[config.mk]
export PLATFORM = sky130hd
export DESIGN_NAME = twb_ctrl
export DESIGN_NICKNAME = d
export VERILOG_FILES = /design/src/rtl/twb_pkg.sv /design/src/rtl/twb_ctrl_reg.sv /design/src/rtl/twb_status.sv /design/src/rtl/twb_data.sv /design/src/rtl/twb_ctrl.sv
export SDC_FILE = /design/constraint.sdc
export NUM_CORES = 1
export LEC_CHECK = 0
export BUFFER_PORTS_ARGS = -buffer_cell sky130_fd_sc_hd__buf_4
export CELL_PAD_IN_SITES_DETAIL_PLACEMENT = 0
export CELL_PAD_IN_SITES_GLOBAL_PLACEMENT = 2
export CORE_MARGIN = 4
export CORE_UTILIZATION = 27
export CTS_CLUSTER_DIAMETER = 80
export DETAILED_ROUTE_END_ITERATION = 8
export PLACE_DENSITY = 0.91
export RECOVER_POWER = 50
export SYNTH_ARGS = -nofsm -noshare
export SYNTH_HDL_FRONTEND = slang
export SYNTH_SLANG_ARGS = --single-unit
[constraint.sdc]
create_clock -name clk -period 3.29 [get_ports clk]
set_input_delay 0.658 -clock clk [delete_from_list [all_inputs] [get_ports clk]]
set_output_delay 0.658 -clock clk [all_outputs]
set_load 0.01 [all_outputs]
[src/rtl/twb_pkg.sv]
package twb_pkg;
  localparam int B_FLAG = 7;
  localparam int B_ACK  = 6;
  localparam int B_STA  = 5;
  localparam int B_STO  = 4;
  localparam int B_WCOL = 3;
  localparam int B_EN   = 2;
  localparam int B_IE   = 0;
endpackage

[src/rtl/twb_ctrl_reg.sv]
module twb_ctrl_reg #(
  parameter int DW = 8
) (
  input  logic          clk,
  input  logic          rst,
  input  logic          cwr,
  input  logic [DW-1:0] wdata,
  input  logic          ev_valid,
  output logic          ev_take,
  output logic          flag_q,
  output logic          ack_q,
  output logic          sta_q,
  output logic          sto_q,
  output logic          en_q,
  output logic          ie_q,
  output logic          go_q
);
  import twb_pkg::*;

  logic en_n, clr;

  always_comb begin
    en_n    = cwr ? wdata[B_EN] : en_q;
    clr     = cwr & wdata[B_FLAG];
    ev_take = ev_valid & en_n;
  end

  always_ff @(posedge clk) begin
    if (rst) begin
      flag_q <= 1'b0;
      ack_q  <= 1'b0;
      sta_q  <= 1'b0;
      sto_q  <= 1'b0;
      en_q   <= 1'b0;
      ie_q   <= 1'b0;
      go_q   <= 1'b0;
    end else begin
      flag_q <= en_n & (ev_take | (flag_q & ~clr));
      go_q   <= flag_q & clr & ~ev_take & en_n;
      en_q   <= en_n;
      if (cwr) begin
        ack_q <= wdata[B_ACK];
        sta_q <= wdata[B_STA];
        sto_q <= wdata[B_STO];
        ie_q  <= wdata[B_IE];
      end
    end
  end

  // an accepted event sets the flag on the next cycle
  p_event_sets_flag_r3: assert property (@(posedge clk) disable iff (rst)
    ev_take |=> flag_q);
  // the continue strobe only follows a flag that has just fallen
  p_go_after_flag_r6: assert property (@(posedge clk) disable iff (rst)
    go_q |-> (!flag_q && $past(flag_q)));
  // a disabled unit never holds the flag
  p_disabled_no_flag_r11: assert property (@(posedge clk) disable iff (rst)
    !en_q |-> !flag_q);
endmodule

[src/rtl/twb_status.sv]
module twb_status #(
  parameter int       DW     = 8,
  parameter int       CW     = 5,
  parameter bit [7:0] IDLE_C = 8'hF8
) (
  input  logic          clk,
  input  logic          rst,
  input  logic          ev_take,
  input  logic [CW-1:0] ev_code,
  input  logic          flag_i,
  output logic [DW-1:0] stat_q
);
  localparam int LW = DW - CW;

  logic [CW-1:0] code_q;

  always_ff @(posedge clk) begin
    if (rst) begin
      code_q <= '0;
      stat_q <= DW'(IDLE_C);
    end else begin
      if (ev_take) code_q <= ev_code;
      stat_q <= flag_i ? {code_q, {LW{1'b0}}} : DW'(IDLE_C);
    end
  end

  // idle code whenever the flag was clear one cycle earlier
  p_idle_when_clear_r4: assert property (@(posedge clk) disable iff (rst)
    !$past(flag_i) |-> stat_q == DW'(IDLE_C));
  // low status bits are zero while a real code is shown
  p_low_bits_zero_r4: assert property (@(posedge clk) disable iff (rst)
    $past(flag_i) |-> stat_q[LW-1:0] == '0);
endmodule

[src/rtl/twb_data.sv]
module twb_data #(
  parameter int DW = 8
) (
  input  logic          clk,
  input  logic          rst,
  input  logic          dwr,
  input  logic [DW-1:0] wdata,
  input  logic          flag_i,
  output logic [DW-1:0] data_q,
  output logic          wc_q
);
  always_ff @(posedge clk) begin
    if (rst) begin
      data_q <= '0;
      wc_q   <= 1'b0;
    end else if (dwr) begin
      if (flag_i) begin
        data_q <= wdata;
        wc_q   <= 1'b0;
      end else begin
        wc_q   <= 1'b1;
      end
    end
  end

  // a write outside the flag window collides and is dropped
  p_collision_r8: assert property (@(posedge clk) disable iff (rst)
    (dwr && !flag_i) |=> (wc_q && $stable(data_q)));
  // a write inside the flag window is taken
  p_accept_r9: assert property (@(posedge clk) disable iff (rst)
    (dwr && flag_i) |=> (!wc_q && data_q == $past(wdata)));
endmodule

[src/rtl/twb_ctrl.sv]
module twb_ctrl #(
  parameter int       DW     = 8,
  parameter int       CW     = 5,
  parameter bit [7:0] IDLE_C = 8'hF8
) (
  input  logic          clk,
  input  logic          rst,
  input  logic          reg_wr,
  input  logic          reg_sel,
  input  logic [DW-1:0] wr_data,
  input  logic          ev_valid,
  input  logic [CW-1:0] ev_code,
  input  logic          gie,
  output logic [DW-1:0] ctrl_q,
  output logic [DW-1:0] stat_q,
  output logic [DW-1:0] data_q,
  output logic          scl_hold,
  output logic          irq,
  output logic          go
);
  import twb_pkg::*;

  logic cwr, dwr, ev_take;
  logic flag, ack, sta, sto, en, ie, wc;

  assign cwr = reg_wr & ~reg_sel;
  assign dwr = reg_wr & reg_sel;

  twb_ctrl_reg #(.DW(DW)) u_ctrl (
    .clk(clk), .rst(rst), .cwr(cwr), .wdata(wr_data), .ev_valid(ev_valid),
    .ev_take(ev_take), .flag_q(flag), .ack_q(ack), .sta_q(sta), .sto_q(sto),
    .en_q(en), .ie_q(ie), .go_q(go)
  );

  twb_status #(.DW(DW), .CW(CW), .IDLE_C(IDLE_C)) u_stat (
    .clk(clk), .rst(rst), .ev_take(ev_take), .ev_code(ev_code),
    .flag_i(flag), .stat_q(stat_q)
  );

  twb_data #(.DW(DW)) u_data (
    .clk(clk), .rst(rst), .dwr(dwr), .wdata(wr_data), .flag_i(flag),
    .data_q(data_q), .wc_q(wc)
  );

  always_comb begin
    ctrl_q         = '0;
    ctrl_q[B_FLAG] = flag;
    ctrl_q[B_ACK]  = ack;
    ctrl_q[B_STA]  = sta;
    ctrl_q[B_STO]  = sto;
    ctrl_q[B_WCOL] = wc;
    ctrl_q[B_EN]   = en;
    ctrl_q[B_IE]   = ie;
    scl_hold       = flag;
    irq            = flag & ie & gie;
  end

  // the clock hold follows the flag
  p_hold_follows_flag_r5: assert property (@(posedge clk) disable iff (rst)
    scl_hold == ctrl_q[B_FLAG]);
endmodule

Word level (Yosys, flattened, before mapping):

Cells that the tools add are included.

* word-level logic and storage cells: 32
* output and inout bits: 27
* bits of input ports: 19
* register bits after elaboration: 29

* muxes and demuxes: 2
* bitwise logic cells: 16
* reductions and logical operators: 2

Operators by type and width (number)
* bitwise AND 1 bit: 11
* NOT 1 bit: 4
* 2-to-1 mux 1 bit: 2
* AND reduction 2 bit: 1
* OR reduction 2 bit: 1
* OR 1 bit: 1

Logic depth before layout (Yosys ltp):

* depth after elaboration: 7
* mapped depth: 4
* gate-level depth less buffers: 3

Hierarchy:

A second synthesis with hierarchy kept.

* cell total of the unflattened synthesis: 107
* area total of the unflattened synthesis: 1097.3 um^2

By module, submodules not included
* twb_data: sequential area each 180.2 um^2, times used 1, area an instance 400.4 um^2, cells each 40
* twb_status: sequential area each 200.2 um^2, times used 1, area an instance 346.6 um^2, cells each 31
* twb_ctrl_reg: sequential area each 140.1 um^2, times used 1, area an instance 264.0 um^2, cells each 24
* twb_ctrl: sequential area each 0.0 um^2, times used 1, area an instance 86.3 um^2, cells each 12

Worst setup path after synthesis:

No wires, ideal clock.

* kind: input to output
* start: input gie
* end: output irq
* cell stages on the path: 1
* arrival: 0.848 ns
* data required time: 2.632 ns
* path slack: 1.784 ns
* path buffers: 0
* cells stage by stage: and3_1

* cells in the longest elaborated chain, start to end: 1

RTL lines
* start, declared: line twb_ctrl.sv:13 `input logic gie,`
* bitwise AND 1 bit: line twb_ctrl.sv:55 `irq = flag & ie & gie;`
* end, declared: line twb_ctrl.sv:18 `output logic irq,`

No other way between the ends.

Final worst setup path:

Same ends and word-level chain as after synthesis.

==> impl_metrics.env <==
export IMPL_timing_final_ws_setup_ns=1.57
export IMPL_syn_avg_cell_area_um2=9.44
export IMPL_grt_setup_unrepaired="false"
export IMPL_ys_async_sr_fraction=0
export IMPL_drive_gt1_frac=0.292
export IMPL_grt_overflow_total=0
export IMPL_dieHeight_um=70.6
export IMPL_grt_pass1_wl_um=3480
export IMPL_p_per_area_nw_per_um2=433
export IMPL_cap_violations=0
export IMPL_ys_seq_area_frac=0.492
export IMPL_finalHoldViolations=0
export IMPL_dieWidth_um=70.6
export IMPL_hold_end="u_stat.stat_q[4]$_SDFF_PP1_"
export IMPL_num_vias=790
export IMPL_p_leak_nw=0.557
export IMPL_ys_ff_latch=26
export IMPL_coreArea_um2=3720
export IMPL_min_path_cells=1
export IMPL_root_buffer="clkbuf_8"
export IMPL_antenna_found_initial=0
export IMPL_cts_buffers=3
export IMPL_diodes=0
export IMPL_critPathLaunchType="primary input"
export IMPL_wl_per_cell_um=11.2
export IMPL_die_area_um2=4980
export IMPL_std_cell_rows=22
export IMPL_synth_area_um2=1060
export IMPL_reg2regPathDepth=3
export IMPL_setup_violations=0
export IMPL_synthCells=112
export IMPL_crit_top_cell="buf_4"
export IMPL_hp_class="flip-flop to flip-flop"
export IMPL_grt_pass1_vias=790
export IMPL_drc=0
export IMPL_finalClockSkew_ns=0.00461
export IMPL_pre_cts_ws_ns=1.52
export IMPL_start_util=0.285
export IMPL_cts_resized=0
export IMPL_clkTransAtPathRegs_ns=0.08
export IMPL_post_cts_setup_buffers=0
export IMPL_grt_max_degree=28
export IMPL_h_tree_depth=1
export IMPL_yosys_top_cells_area="dfxtp_1 (49%), mux2i_1 (9.5%), nand2b_1 (8.9%)"
export IMPL_drtAntennaViolNets=0
export IMPL_ys_warn_count=0
export IMPL_firstDrtPassIters=4
export IMPL_synth_edff_count=0
export IMPL_area_growth_pct=28.5
export IMPL_worstSetupEndpointType="primary output"
export IMPL_vias_per_cell=4.11
export IMPL_drtIter0Drc=59
export IMPL_fmax_mhz=582
export IMPL_cts_tree="yes"
export IMPL_finalWirelength_um=2140
export IMPL_synth_commonest_cells="dfxtp_1 (26), nand2_1 (18), nand2b_1 (15), buf_4 (11)"
export IMPL_reg2reg_setup_slack_ns=2.14
export IMPL_ys_flop_type="dfxtp_1"
export IMPL_reg2reg_to="u_data.data_q[3]$_SDFFE_PP0P_"
export IMPL_synth_cell_types=20
export IMPL_hold_start="u_stat.code_q[1]$_SDFFE_PP0P_"
export IMPL_period_needed_ns=1.72
export IMPL_slowest_stage="and3_1"
export IMPL_r2r_start="u_ctrl.flag_q$_SDFF_PP0_"
export IMPL_cp_required_ns=2.63
export IMPL_status="complete, no violations"
export IMPL_yosysMostFrequentCell="dfxtp_1"
export IMPL_drv_slew=0
export IMPL_crit_chain="buf_4, and3_1, buf_4"
export IMPL_worstMarginPinSlew_ns=0.987
export IMPL_cp_top_family="buffers and inverters"
export IMPL_dp_hpwl_um=1680
export IMPL_synth_top_area_frac=0.492
export IMPL_ios=46
export IMPL_yosys_area_top_type="dfxtp_1"
export IMPL_num_nets_final=164
export IMPL_grt_total_usage=0.0844
export IMPL_slew_headroom=0.342
export IMPL_cp_buffers_inverters=2
export IMPL_fin_setup_tns_ns=0
export IMPL_cp_max_fo=1
export IMPL_cp_arrival_ns=1.06
export IMPL_clk_latency_ns=0.26
export IMPL_cts_path_max_buffers=2
export IMPL_holdBufCountCts=0
export IMPL_clock_sinks=26
export IMPL_slowest_delay_ns=0.16
export IMPL_min_period_over_period=0.522
export IMPL_port_buffers=41
export IMPL_critPathKind="primary input to primary output"
export IMPL_ir_worst_vdd_uv=129
export IMPL_place_congestion=0.764
==> area by class of cell <==
class / instances / area (µm²)
fill: 399 / 2360
sequential: 26 / 520
multi-input combinational: 73 / 434
timing repair buffer: 41 / 289
tap: 48 / 60.1
clock buffer: 4 / 55.1
==> registers in the layout, summed over array words and instances, names as in the netlist <==
signal / cells
u_data.data_q: 8
u_ctrl.en_q: 1
u_ctrl.ie_q: 1
u_ctrl.go_q: 1
u_data.wc_q: 1
u_ctrl.sto_q: 1
u_ctrl.flag_q: 1
u_stat.code_q: 5
u_stat.stat_q: 5
u_ctrl.ack_q: 1
u_ctrl.sta_q: 1
==> per-layer routing <==
layer  vias up  GRT usage  routed length [µm]
met5         -          0                   0
met1       348      0.105                 954
li1        412          -                   -
met2        26      0.138                 987
met4         0     0.0438                  48
met3         4     0.0170                 152
==> worst register-to-register path, stage by stage, from the launching register on <==
cell and delay, ns:
dfxtp_1 0.46, nand3_1 0.31, nand2_1 0.15, a21oi_1 0.07
==> layout by cell type, fill, tap and decap left out, drive strengths merged <==
cell	n
a21oi	10
clkbuf	9
nor2b	2
nand3b	1
conb	4
nand4	1
nand2b	15
nor2	5
nand3	1
and3	2
dfxtp	26
nor3	3
nand2	18
mux2i	11
buf	36
==> per-stage QoR <==
stage          hold slack, ns   util  power, W  instance area [µm²]  cells
6_report                0.443  0.366  0.000588                 1360    192
2_1_floorplan           0.412      -  0.000375                 1070    115
5_1_grt                 0.479  0.366  0.000611                 1360    192
3_5_place_dp            0.427  0.356  0.000399                 1320    188
4_1_cts                 0.448  0.371  0.000596                 1380    192
3_3_place_gp            0.430  0.356  0.000397                 1320    188
==> where the power goes <==
group / internal [W] / switching [W]
Sequential: 0.000323 / 0.00000457
Combinational: 0.0000331 / 0.0000288
Clock: 0.000107 / 0.0000923
==> cell families after synthesis <==
| group | share of synthesized area |
|---|---|
| flip-flops | 0.492 |
| AND/OR/NAND/NOR | 0.234 |
| AO/OA/AOI/OAI | 0.0473 |
| multiplexers | 0.116 |
| buffers and inverters | 0.107 |
| other | 0.00355 |
==> how the worst max path moves through the flow <==
stage	start	to	slack, ns	depth (start not counted)
floorplan	gie	irq	1.78	1
global placement	reg_sel	u_stat.code_q[0]$_SDFFE_PP0P_	1.56	4
detailed placement	reg_sel	u_stat.code_q[1]$_SDFFE_PP0P_	1.52	4
CTS	gie	irq	1.57	3
global route	rst	u_stat.stat_q[3]$_SDFF_PP1_	1.53	3
finish	gie	irq	1.57	3
Power figures use the tool's default switching activity.
